[src/rtl/tx_rdy_pkg.sv]
package tx_rdy_pkg;

  typedef enum logic [1:0] {
    LIM_EIGHTH       = 2'd0,
    LIM_QUARTER      = 2'd1,
    LIM_HALF         = 2'd2,
    LIM_SEVEN_EIGHTH = 2'd3
  } lim_code_e;

  // Free-space limit for a given code as a fraction of the queue depth.
  function automatic int unsigned space_limit(input logic [1:0] code,
                                              input int unsigned depth);
    case (lim_code_e'(code))
      LIM_EIGHTH:       return depth / 8;
      LIM_QUARTER:      return depth / 4;
      LIM_HALF:         return depth / 2;
      default:          return depth - depth / 8;
    endcase
  endfunction

endpackage

[src/rtl/tx_space_cmp.sv]
module tx_space_cmp
  import tx_rdy_pkg::*;
#(
  parameter int DEPTH      = 64,
  parameter bit HAS_THRESH = 1'b1,
  parameter int CW         = $clog2(DEPTH + 1)
) (
  input  logic          q_enable,
  input  logic [1:0]    lim_sel,
  input  logic [CW-1:0] free_slots,
  output logic          above,
  output logic          all_free,
  output logic          none_free
);

  localparam logic [CW-1:0] FULL_FREE = CW'(DEPTH);

  logic [CW-1:0] limit;

  generate
    if (HAS_THRESH) begin : g_prog
      always_comb limit = CW'(space_limit(lim_sel, DEPTH));
    end else begin : g_fixed
      // Without a limit control only a fully drained queue counts.
      always_comb limit = FULL_FREE - CW'(1);
    end
  endgenerate

  always_comb begin
    all_free  = (free_slots == FULL_FREE);
    none_free = (free_slots == '0);
    above     = q_enable ? (free_slots > limit) : all_free;
  end

endmodule

[src/rtl/tx_irq_ctrl.sv]
module tx_irq_ctrl #(
  parameter int NEED_WR = 2
) (
  input  logic clk,
  input  logic rst,
  input  logic q_enable,
  input  logic above,
  input  logic data_wr,
  input  logic ident_rd,
  input  logic txi_enable,
  output logic pend_o,
  output logic irq_o
);

  localparam int WW = $clog2(NEED_WR + 1);
  localparam logic [WW-1:0] ARMED = WW'(NEED_WR);

  logic [WW-1:0] wr_cnt_q, wr_cnt_d;
  logic          pend_q, pend_d, irq_q;
  logic          armed, service;

  always_comb begin
    armed   = !q_enable || (wr_cnt_q == ARMED);
    service = data_wr || ident_rd;

    if (service)            pend_d = 1'b0;
    else if (above && armed) pend_d = 1'b1;
    else                    pend_d = pend_q;

    if (ident_rd)
      wr_cnt_d = data_wr ? WW'(1) : '0;
    else if (data_wr && pend_q)
      wr_cnt_d = WW'(1);
    else if (data_wr && wr_cnt_q != ARMED)
      wr_cnt_d = wr_cnt_q + WW'(1);
    else
      wr_cnt_d = wr_cnt_q;
  end

  always_ff @(posedge clk) begin
    if (rst) begin
      pend_q   <= 1'b1;
      wr_cnt_q <= ARMED;
      irq_q    <= 1'b0;
    end else begin
      pend_q   <= pend_d;
      wr_cnt_q <= wr_cnt_d;
      irq_q    <= pend_d && txi_enable;
    end
  end

  assign pend_o = pend_q;
  assign irq_o  = irq_q;

  a_r5_clear_wins: assert property (@(posedge clk) disable iff (rst)
    (data_wr || ident_rd) |=> !pend_q);

  a_r6_no_early_rearm: assert property (@(posedge clk) disable iff (rst)
    (q_enable && wr_cnt_q != ARMED && !pend_q) |=> !pend_q);

  a_r4_gated_off: assert property (@(posedge clk) disable iff (rst)
    !txi_enable |=> !irq_q);

endmodule

[src/rtl/tx_dma_req.sv]
module tx_dma_req (
  input  logic clk,
  input  logic rst,
  input  logic burst_on,
  input  logic above,
  input  logic all_free,
  input  logic none_free,
  output logic req_o
);

  logic req_q, req_d;

  always_comb begin
    if (burst_on) req_d = req_q ? !none_free : above;
    else          req_d = all_free;
  end

  always_ff @(posedge clk) begin
    if (rst) req_q <= 1'b1;
    else     req_q <= req_d;
  end

  assign req_o = req_q;

  a_r8_hold_until_full: assert property (@(posedge clk) disable iff (rst)
    (burst_on && req_q && !none_free) |=> req_q);

  a_r8_drop_when_full: assert property (@(posedge clk) disable iff (rst)
    (burst_on && none_free) |=> !req_q);

endmodule

[src/rtl/tx_ready_gen.sv]
module tx_ready_gen #(
  parameter int DEPTH      = 64,
  parameter bit HAS_THRESH = 1'b1,
  parameter int NEED_WR    = 2,
  parameter int CW         = $clog2(DEPTH + 1)
) (
  input  logic          clk,
  input  logic          rst,
  input  logic          q_enable,
  input  logic          dma_burst,
  input  logic [1:0]    lim_sel,
  input  logic          txi_enable,
  input  logic [CW-1:0] free_slots,
  input  logic          data_wr,
  input  logic          ident_rd,
  input  logic          ser_idle,
  output logic          hold_empty,
  output logic          tx_irq,
  output logic          dma_req,
  output logic          xmit_empty
);

  logic above, all_free, none_free, pend;
  logic hold_q, temt_q;

  tx_space_cmp #(.DEPTH(DEPTH), .HAS_THRESH(HAS_THRESH), .CW(CW)) u_cmp (
    .q_enable  (q_enable),
    .lim_sel   (lim_sel),
    .free_slots(free_slots),
    .above     (above),
    .all_free  (all_free),
    .none_free (none_free)
  );

  tx_irq_ctrl #(.NEED_WR(NEED_WR)) u_irq (
    .clk       (clk),
    .rst       (rst),
    .q_enable  (q_enable),
    .above     (above),
    .data_wr   (data_wr),
    .ident_rd  (ident_rd),
    .txi_enable(txi_enable),
    .pend_o    (pend),
    .irq_o     (tx_irq)
  );

  tx_dma_req u_dma (
    .clk      (clk),
    .rst      (rst),
    .burst_on (q_enable && dma_burst),
    .above    (above),
    .all_free (all_free),
    .none_free(none_free),
    .req_o    (dma_req)
  );

  always_ff @(posedge clk) begin
    if (rst) begin
      hold_q <= 1'b1;
      temt_q <= 1'b1;
    end else begin
      hold_q <= above;
      temt_q <= ser_idle && all_free;
    end
  end

  assign hold_empty = hold_q;
  assign xmit_empty = temt_q;

  a_r1_low_space_clear: assert property (@(posedge clk) disable iff (rst)
    (q_enable && free_slots <= CW'(DEPTH / 8)) |=> !hold_empty);

  a_r10_busy_serializer: assert property (@(posedge clk) disable iff (rst)
    !ser_idle |=> !xmit_empty);

  a_r3_irq_needs_pending: assert property (@(posedge clk) disable iff (rst)
    tx_irq |-> pend || $past(data_wr || ident_rd));

endmodule

[config.mk]
export PLATFORM = sky130hd
export DESIGN_NAME = tx_ready_gen
export DESIGN_NICKNAME = d
export VERILOG_FILES = /design/src/rtl/tx_rdy_pkg.sv /design/src/rtl/tx_space_cmp.sv /design/src/rtl/tx_irq_ctrl.sv /design/src/rtl/tx_dma_req.sv /design/src/rtl/tx_ready_gen.sv
export SDC_FILE = /design/constraint.sdc
export NUM_CORES = 1
export LEC_CHECK = 0
export BUFFER_PORTS_ARGS = -buffer_cell sky130_fd_sc_hd__clkbuf_2
export CORE_AREA = 2 2 39 41
export DETAILED_ROUTE_END_ITERATION = 16
export DIE_AREA = 0 0 41 43
export HOLD_SLACK_MARGIN = 0.08
export SYNTH_ARGS = -nofsm -noshare
export SYNTH_HDL_FRONTEND = slang
export SYNTH_HIERARCHICAL = 1
export SYNTH_SLANG_ARGS = --single-unit
[constraint.sdc]
create_clock -name clk -period 1.9 [get_ports clk]
set_clock_uncertainty 0.15 [all_clocks]
set_input_delay 0.095 -clock clk [delete_from_list [all_inputs] [get_ports clk]]
set_output_delay 0.095 -clock clk [all_outputs]
set_load 0.05 [all_outputs]
== Word level (Yosys, flattened, before mapping) ==
Cells that the tools add are included.
Widths: inputs -> output; s select.

* Output and inout port bits: 4
* Register bits: 7

* Reduce and logical (&&, ||, !) cells: 13
* Multiplexer cells: 10
* Add/sub/neg operators: 1
* Eq/ne operators: 5
* $lt $le $gt $ge: 1

{| class="wikitable"
|+ Operators by type and width
! kind !! number
|-
| $pmux 6 s3 || 1
|-
| $eq 7x7->1 const B || 1
|-
| $gt 7x6->1 || 1
|-
| $logic_not 7->1 || 1
|-
| $logic_and 1x1->1 || 6
|-
| $mux 1 || 6
|-
| $mux 2 || 3
|-
| $eq 2x2->1 const B || 2
|-
| $reduce_bool 3->1 || 1
|-
| $add 2x1->2 const B || 1
|-
| $eq 2x1->1 const B || 1
|-
| $logic_not 1->1 || 2
|-
| $logic_not 2->1 || 1
|-
| $logic_or 1x1->1 || 2
|-
| $ne 2x2->1 const B || 1
|}

== Logic depth before layout (Yosys ltp) ==
Gate-level depths: netlist of run 1.

* Depth after elaboration: 8
* Mapped depth: 10
* Depth with buffers taken out: 10

== Hierarchy ==
The synthesis of run 1 kept the hierarchy.

{| class="wikitable"
|+ By module, submodules not included
! module !! cells each !! times used !! seq. area each (um^2) !! area each (um^2)
|-
| tx_irq_ctrl || 22 || 1 || 80.1 || 203.9
|-
| tx_space_cmp || 19 || 1 || 0.0 || 158.9
|-
| tx_ready_gen || 5 || 1 || 40.0 || 60.1
|-
| tx_dma_req || 6 || 1 || 20.0 || 50.0
|}

== Worst setup path before layout of run 1 ==
OpenSTA, ideal clock, no wires.

* Path type: input-to-reg
* Start: input port lim_sel[1]
* End: register u_irq.pend_q, in the netlist u_irq/pend_o
* Data required time: 1.631 ns
* Library setup time: 0.119 ns
* Slack: 0.261 ns
* Arrival: 1.370 ns
* Buffers on the path: 0
* Cell stages on the path: 10
* Cell sequence: inv_1 > ha_1 > nor2_1 > ha_1 > nor2b_1 > o21a_1 > nor3_1 > o22ai_1 > a21oi_1 > o31ai_1

* Cells in the longest elaborated chain, start to end: 7
* Elaborated cells on any way between the ends: 9

{| class="wikitable"
|+ RTL lines
! item !! line !! RTL
|-
| from (decl) || tx_ready_gen.sv:11 || <nowiki>input logic [1:0] lim_sel,</nowiki>
|-
| $eq 2x2->1, or another cell as far along || tx_rdy_pkg.sv:13 || <nowiki>case (lim_code_e'(code))</nowiki>
|-
| $pmux 6 s3 * || tx_rdy_pkg.sv:13 ||
|-
| $gt 7x6->1 * || tx_space_cmp.sv:32 || <nowiki>above = q_enable ? (free_slots > limit) : all_free;</nowiki>
|-
| $mux 1 * || tx_space_cmp.sv:32 ||
|-
| via above || tx_ready_gen.sv:23 || <nowiki>logic above, all_free, none_free, pend;</nowiki>
|-
| $logic_and 1x1->1 * || tx_irq_ctrl.sv:27 || <nowiki>else if (above && armed) pend_d = 1'b1;</nowiki>
|-
| $mux 1 * || tx_irq_ctrl.sv:27 ||
|-
| $mux 1 * || tx_irq_ctrl.sv:26 || <nowiki>if (service) pend_d = 1'b0;</nowiki>
|-
| to (signal assigned) || tx_irq_ctrl.sv:46 || <nowiki>pend_q <= pend_d;</nowiki>
|-
| to (decl) || tx_irq_ctrl.sv:19 || <nowiki>logic pend_q, pend_d, irq_q;</nowiki>
|}

The timed path passes the listed nets; every way through them passes the cells marked *.
A chain may end at the register's enable or synchronous reset.

== Worst setup path in the final report of run 1 ==
Ends and elaborated chain as after synthesis.

==> results.txt, run 1 <==
- Placer's final routability congestion estimate: 0.669
- Pre-CTS setup slack: 19.8 ps
* Mean instance size in the synthesized netlist: 9.10 sq um
* Worst endpoint required time: 1890 ps
* Setup repair after global routing missed its margin: false
- R2R depth: 5
- Of the total power, the share spent switching nets is 0.304.
* Endpoint of the lowest-slack register-to-register path: u_irq/wr_cnt_q[1]$_SDFFE_PP1P_
- Top area cells in the synthesized netlist: sky130_fd_sc_hd__dfxtp_1, sky130_fd_sc_hd__ha_1, sky130_fd_sc_hd__inv_1
- Max-cap violation count: 0
- The die is between 40 and 50 um wide.
- Of the total power, combinational logic draws 0.285.
* Number of levels in the clock H-tree: 1
- Reported leakage power: roughly 0.35 nW
* Maximum vdd ir drop: 0.000248 V
- Flop-to-flop setup slack: 420 ps
* Top layer reached by signal wires: met4
- Starting density of the core: 0.342
* Maximum buffer depth of the clock tree: 2
- Final layout net count: 108
- In this design, the largest share of critical-path delay is due to compound AO/OA/AOI/OAI gates.
* Slowest cell on crit path: sky130_fd_sc_hd__ha_1
* Vias: just under 500
- Clock Latency Late Sink: 260 ps
* Seq/Total Area, Yosys: 0.296
- In this run the most critical hold path is launched from q_enable.
- Routed Wire Length: 1060 um
- Layout cell share with drive strength beyond 1: 0.333
- Final instance area: 699 sq um
- Min-delay worst type: in2reg
* Synth cell types: 26
- In this design, the stage delay of the slowest critical-path cell is 240 ps.
- Among all flip-flop cells after synthesis, the most frequent one is sky130_fd_sc_hd__dfxtp_1.
* Cells along the critical path: clkbuf_2, inv_1, ha_1, nor2_1, ha_1, nor2b_1, o21a_1, nor3_1, o22ai_1, a21oi_1, o31ai_1
* Run status: finished clean
* Portion of total power attributed to sequential cells: 0.386
* Final Max Slew Viols: 0
- In this run, the number of DRC markers left after iteration 0 of detailed routing was 5.
- Number of remaining DRC errors: 0
* Synthesized cell area: 473 sq um
- The cell count after synthesis came out at 52.
- The hold violation total from the final report was 0.
- STA puts the critical path data arrival time at around 1600 ps.
* Most numerous cell on the critical path: sky130_fd_sc_hd__ha_1
- Internal portion of total power: around 0.29 mW
- Transition at the pin with the smallest max-transition slack: 288 ps
- Overall die area: 0.00176 sq mm
* Post-synthesis to final-layout area growth: 47.9%
- Sink Count: 7
* WL/cell: 10.6 um
- Rows: 14
- The initial antenna violation count is 0.
- For the final routed database, the setup TNS stands at 0 ps.
- The cell sitting at the root of the clock tree is a sky130_fd_sc_hd__clkbuf_4.
- Post-Place Cells: slightly below 90
- Most common library cells after synthesis: sky130_fd_sc_hd__inv_1, sky130_fd_sc_hd__dfxtp_1, sky130_fd_sc_hd__ha_1
* Switching component of the power: 0.128 mW
* Syn. warnings: 6
- When the netlist entered floorplanning its net count stood at 75.
- Detailed placement ended at an HPWL of 763 um.
* Pwr dens: 601 mW/mm^2
- Core Footprint: roughly 0.0014 sq mm
- Derived from the worst setup path, the maximum achievable clock frequency is 0.617 GHz.
* Total gr overflow: 0
- The worst hold path terminates at u_dma/req_o$_SDFF_PP1_.
- The first global-routing pass estimated between 1500 and 2000 um of wire.
- 21 I/O pins were placed.
* Ratio of final minimum period to clock period: 0.853
* Number of cells on the worst hold path: 3
- Count of input and output buffers: 20
- Worst relative slew slack: 0.808
* Via count of the first global-routing pass: 478
- In the global route stage, overall resource usage came out at 0.148.
- Antenna-violating nets left: 0
* Antenna diode count: 0
- Synth async-reset ratio: 0
- Worst setup path category: in2reg
* Maximum number of pins on one net before global-route repair: 8
- The worst setup path is captured at a register.
- Detailed-route vias per instance: 4.87
* Number of buffers created by CTS: 3
- CTS clk-pin slew, worst paths: ~50 ps
- Setup violations remaining at the end of the flow were counted as 0.
- Die Ht: 43 um
- TritonCTS built the clock tree.
- sky130_fd_sc_hd__inv_1 is the most common cell in the netlist.
- In the final routing, the length of wire on met1 measures 465 um.
- After layout, the minimum clock period comes to between 1500 and 2000 ps.
- Number of flops mapped to enable cells by yosys: 0
- The count of cells in the finished layout, fillers not included, comes to 100.
- Yosys top cell by area: sky130_fd_sc_hd__dfxtp_1
* Portion of synthesized cell area occupied by the leading cell type: 0.296
- Detailed routing placed a total of between 400 and 500 um of wire on met2.
* Met3 routed wirelength: about 76 um
* Clock power frac: 0.329
- Number of buffer and inverter instances along the worst setup path: 2
* Detailed-router iteration count before antenna repair: 4
- The worst setup path is launched from an input port.
* Fin worst setup slack: about 280 ps
* Placed inst area: between 500 and 600 sq um
- Along the worst path, the maximum fanout reaches 3.
- Reg-to-reg critical path startpoint: u_irq/wr_cnt_q[0]$_SDFFE_PP0P_
* Flop and latch count out of synthesis: 7
[routing by layer]
| metal | global-route usage | vias to the layer above |
|---|---|---|
| li1 | - | 251 |
| met1 | 0.176 | 208 |
| met2 | 0.225 | 24 |
| met3 | 0.0157 | 4 |
| met4 | 0.120 | 0 |
| met5 | 0 | - |
[cells in the final DEF (no fill, tap or decap), drive strengths merged]
cell	n
o31ai	2
ha	6
or3	1
nor4b	1
a41oi	1
clkbuf	24
dfxtp	7
o21a	1
nor3	2
o21ai	2
or2	1
dlygate4sd3	8
a221o	2
a21o	1
inv	9
nor2b	3
nor4	2
and2	1
nand2	2
nor2	1
o22ai	1
a21oi	2
nand4b	1
nand2b	3
[worst register-to-register path, delay by kind of cell, from the launching register on]
family                     cells  cell delay [ps]
AOI/OAI and AO/OA              2              500
DFF                            1              330
adders and majority gates      1              230
buffers and inverters          2              150
[worst max path at each step]
| stage | from | to | slack (ps) | cells past startpoint |
|---|---|---|---|---|
| final | lim_sel[1] | u_irq/pend_o$_SDFF_PP1_ | 280 | 11 |
| after detailed placement | lim_sel[1] | u_irq/pend_o$_SDFF_PP1_ | 20 | 11 |
| after global routing | lim_sel[1] | u_irq/pend_o$_SDFF_PP1_ | 180 | 11 |
| after CTS | lim_sel[1] | u_irq/pend_o$_SDFF_PP1_ | 290 | 11 |
| after floorplan | lim_sel[1] | u_irq/pend_o$_SDFF_PP1_ | 260 | 10 |
| after global placement | lim_sel[1] | u_irq/pend_o$_SDFF_PP1_ | 50 | 11 |
[kinds of logic after synthesis]
kind of cell / Yosys count / share of synthesized area
buf+inv: 9 / 0.0714
simple gates: 18 / 0.283
fa+ha+maj: 6 / 0.159
flops: 7 / 0.296
compound gates: 12 / 0.190
[stage by stage]
step / hold WS [ps] / utilization / power, mW
CTS: 143 / 0.505 / 0.426
detailed placement: 151 / 0.429 / 0.271
global placement: 150 / 0.429 / 0.269
floorplan: 20.5 / - / 0.232
finish: 153 / 0.505 / 0.421
global route: 146 / 0.505 / 0.449
[final cells by class]
type	count	area (sq um)
inverter	9	33.8
multi-input combinational	36	299
tap	16	20.0
timing repair buffer	28	180
fill	138	684
clock buffer	4	26.3
sequential	7	140
[flip-flops by register name, indices dropped and copies added, names as in the netlist]
signal / cells
hold_empty: 1
u_dma/req_o: 1
u_irq/irq_o: 1
u_irq/wr_cnt_q: 2
xmit_empty: 1
u_irq/pend_o: 1
[what timing repair did]
| action | CTS | global route |
|---|---|---|
| buffers inserted | 0 | 0 |
| hold endpoints to repair | 7 | 0 |
| resized for setup | 0 | 0 |
| hold buffers | 8 | 0 |
[power groups by stage]
| stage | clock [mW] | combinational (mW) | sequential (mW) |
|---|---|---|---|
| finish | 0.138 | 0.120 | 0.162 |
| floorplan | 0 | 0.0490 | 0.183 |
| global placement | 0 | 0.104 | 0.165 |
| CTS | 0.144 | 0.120 | 0.162 |
| detailed placement | 0 | 0.105 | 0.166 |
| global route | 0.153 | 0.133 | 0.164 |
Power figures use the tool's default switching activity.
==> run 2, diff against run 1 <==
Settings changed: ABC_AREA set to 1, PLACE_DENSITY set to 0.68.
==> results.txt, run 2 <==
- Run status: finished clean
- The source-to-sink clock delay at the later pin of the worst-skew pair came to 240 ps (-20 ps).
* Max-cap violation count: 0 (unchanged)
* Routed Wire Length: 1130 um (+6.5%)
* Worst endpoint required time: 1940 ps (+50 ps)
* Overall power: 0.436 mW (+3.7%)
* Width of the die: 41 um (unchanged)
* Portion of synthesized cell area occupied by the leading cell type: 0.261 (-0.0352)
* Total gr overflow: 0 (unchanged)
* Final Max Slew Viols: 0 (unchanged)
- The minimum period implied by the final worst setup slack was 1690 ps (+65.2 ps).
- Top area cells in the synthesized netlist: sky130_fd_sc_hd__dfxtp_1, sky130_fd_sc_hd__nand2_1, sky130_fd_sc_hd__ha_1
- Seq/Total Area, Yosys: 0.261 (-0.0352)
* Antenna-violating nets left: 0 (unchanged)
- Most common library cell in the layout ignoring fill and taps: sky130_fd_sc_hd__nand2_1
* Rows: 14 (unchanged)
- The area of the core was 0.00138 sq mm (unchanged).
- The largest net degree at the start of global routing came to 6 (-2).
- The switching share of total power is 0.316 (+0.0113).
* Number of remaining DRC errors: 0 (unchanged)
- The number of primary I/O pins was 21 (unchanged).
- Setup repair bufs after CTS: 0 (unchanged)
* Transition at the pin with the smallest max-transition slack: 277 ps (-10.7 ps)
* CP Max Fanout: 3 (unchanged)
* Layout cell share with drive strength beyond 1: 0.297 (-0.0367)
- The part of the power in the clock network came to 0.305 (-0.024).
* Number of cells produced by synthesis: 83 (+60%)
- STA classifies the critical path startpoint as an input port.
* Ratio of final minimum period to clock period: 0.887 (+0.0343)
- The final-report setup violation count was 0 (unchanged).
* Synth async-reset ratio: 0 (unchanged)
- Yosys top cell by area: sky130_fd_sc_hd__dfxtp_1
* Net count after synthesis: 106 (+41%)
- The setup total negative slack is 0 ps (unchanged).
- Most flops, register: u_irq/wr_cnt_q
- The initial antenna violation count is 0 (unchanged).
* Placer's final routability congestion estimate: 0.696 (+3.9%)
- Resized cells post-CTS: 0 (unchanged)
- Via count of the first global-routing pass: 565 (+18%)
- The critical path data arrival time was 1730 ps (+120 ps).
- Number of levels in the clock H-tree: 1 (unchanged)
- Reported leakage power: 0.446 nW (+28%)
- The most used flip-flop cell after synthesis is sky130_fd_sc_hd__dfxtp_1.
- The hold-fix buffer count after cts was 11 (+3).
* Pwr dens: 550 mW/mm^2 (-8.5%)
* Most common library cells after synthesis: sky130_fd_sc_hd__nand2_1, sky130_fd_sc_hd__inv_1, sky130_fd_sc_hd__dfxtp_1, sky130_fd_sc_hd__nor2_1, sky130_fd_sc_hd__ha_1
- Syn. warnings: 6 (unchanged)
- Setup crit end kind: register
* Final-layout fill cell count: 143 (+3.6%)
- Number of flops mapped to enable cells by yosys: 0 (unchanged)
- The count of distinct cell types in the synthesized netlist came to 15 (-42%).
- The top cell types in the final layout, fill and taps aside, are sky130_fd_sc_hd__nand2_1, sky130_fd_sc_hd__clkbuf_2, sky130_fd_sc_hd__inv_1.
- The area added between synthesis and finish came to 47.8% (about the same).
* Maximum buffer depth of the clock tree: 2 (unchanged)
- The cell sitting at the root of the clock tree is a sky130_fd_sc_hd__clkbuf_4.
- Vias: 598 (+23%)
* Antenna diode count: 0 (unchanged)
* Number of flip-flops in the largest register: 2 (unchanged)
- Among all cell types in the netlist, the one instantiated most often is sky130_fd_sc_hd__nand2_1.
* Die Ht: 43 um (unchanged)
- Detailed-router iteration count before antenna repair: 2 (-2)
- CTS tree: yes
- Dpl hpwl: 856 um (+12%)
* Peak Freq: 0.593 GHz (-3.9%)
* Overall die area: 0.00176 sq mm (unchanged)
* Mean instance size in the synthesized netlist: 6.47 sq um (-29%)
- Switching component of the power: 0.138 mW (+7.6%)
- Starting DRT DRC Count: 5 (unchanged)
- Count of input and output buffers: 20 (unchanged)
* Final Hold Violating Endpoints: 0 (unchanged)
- The worst hold path belongs to the class in2reg.
- Worst setup path category: in2reg
* Portion of total power attributed to sequential cells: 0.375 (-0.011)
- Starting density of the core: 0.388 (+0.0461)
* Sink Count: 7 (unchanged)
- The post-detailed-route wirelength per cell came to 8.40 um (-21%).
- Global routing usage summed across all routing layers: 0.158 (+0.00934)
- The final design utilization came to 0.573 (+0.0678).
* Detailed-route vias per instance: 4.46 (-8.4%)
- Maximum vdd ir drop: 0.000435 V (+75%)
* CTS clk-pin slew, worst paths: 50 ps (about the same)
- The wire length of the first global-routing pass came to 1920 um (+8.2%).
- Fraction of power consumed by combinational cells: 0.321 (+0.036)
* Flop and latch count out of synthesis: 7 (unchanged)
- Number of buffers created by CTS: 3 (unchanged)
- The headroom to the max-slew limit came to 0.816 (+0.00839).
* Setup repair after global routing missed its margin: false
- Synthesized cell area: 537 sq um (+13%)
* Final layout net count: 142 (+31%)
* Internal portion of total power: 0.299 mW (+2.1%)
run 2: metal layers:
metal  track usage  vias up  part of all wire
met4        0.0600        0             0.028
met2         0.281       15              0.53
met3        0.0681        4             0.046
met1         0.145      260              0.39
li1              -      319                 -
met5             0        -                 0
run 2: per-stage QoR:
step                instances  hold WS [ps]  instance area (sq um)  worst slack [ps]
floorplan                  83          32.8                    537               453
global placement          119           135                    657               265
detailed placement        119           145                    657               239
CTS                       134           114                    793               221
global route              134           148                    793               129
finish                    134           119                    793               215
run 2: layout make-up:
class | count | area (sq um) | share of cell area
timing repair buffer | 31 | 210 | 0.265
clock buffer | 4 | 26.3 | 0.0331
inverter | 19 | 71.3 | 0.0899
sequential | 7 | 140 | 0.177
multi-input combinational | 57 | 325 | 0.410
tap | 16 | 20.0 | 0.0252
run 2: power groups by stage:
stage          combinational (mW)  clock [mW]  sequential, mW
3_5_place_dp                0.124           0           0.166
3_3_place_gp                0.122           0           0.166
5_1_grt                     0.160       0.144           0.165
4_1_cts                     0.141       0.135           0.163
6_report                    0.140       0.133           0.163
2_1_floorplan              0.0684           0           0.183
run 2: critical path, cell delays in order:
cell and delay, ps:
sky130_fd_sc_hd__dlygate4sd3_1 520, sky130_fd_sc_hd__clkbuf_2 140, sky130_fd_sc_hd__inv_2 60, sky130_fd_sc_hd__nor3_2 230, sky130_fd_sc_hd__a21oi_2 80, sky130_fd_sc_hd__dlygate4sd3_1 550
sky130_fd_sc_hd__nand2_1 60
run 2: final timing paths:
kind,to,depth (start not counted),slack [ps],startpoint
max,u_dma/req_o$_SDFF_PP1_,7,210,free_slots[6]
min,u_irq/wr_cnt_q[0]$_SDFFE_PP0P_,5,120,data_wr
max reg2reg,u_irq/pend_o$_SDFF_PP1_,8,690,u_irq/wr_cnt_q[0]$_SDFFE_PP0P_
min reg2reg,u_irq/wr_cnt_q[1]$_SDFFE_PP1P_,2,320,u_irq/wr_cnt_q[1]$_SDFFE_PP1P_
run 2: cells by family (layout without fill, tap and decap cells):
logic type | count (synthesis) | after routing | synth area share
AOI/OAI and AO/OA | 2 | 2 | 0.0256
adders and majority gates | 6 | 6 | 0.140
buffers and inverters | 19 | 54 | 0.133
DFF | 7 | 7 | 0.261
and+or+nand+nor | 49 | 49 | 0.441
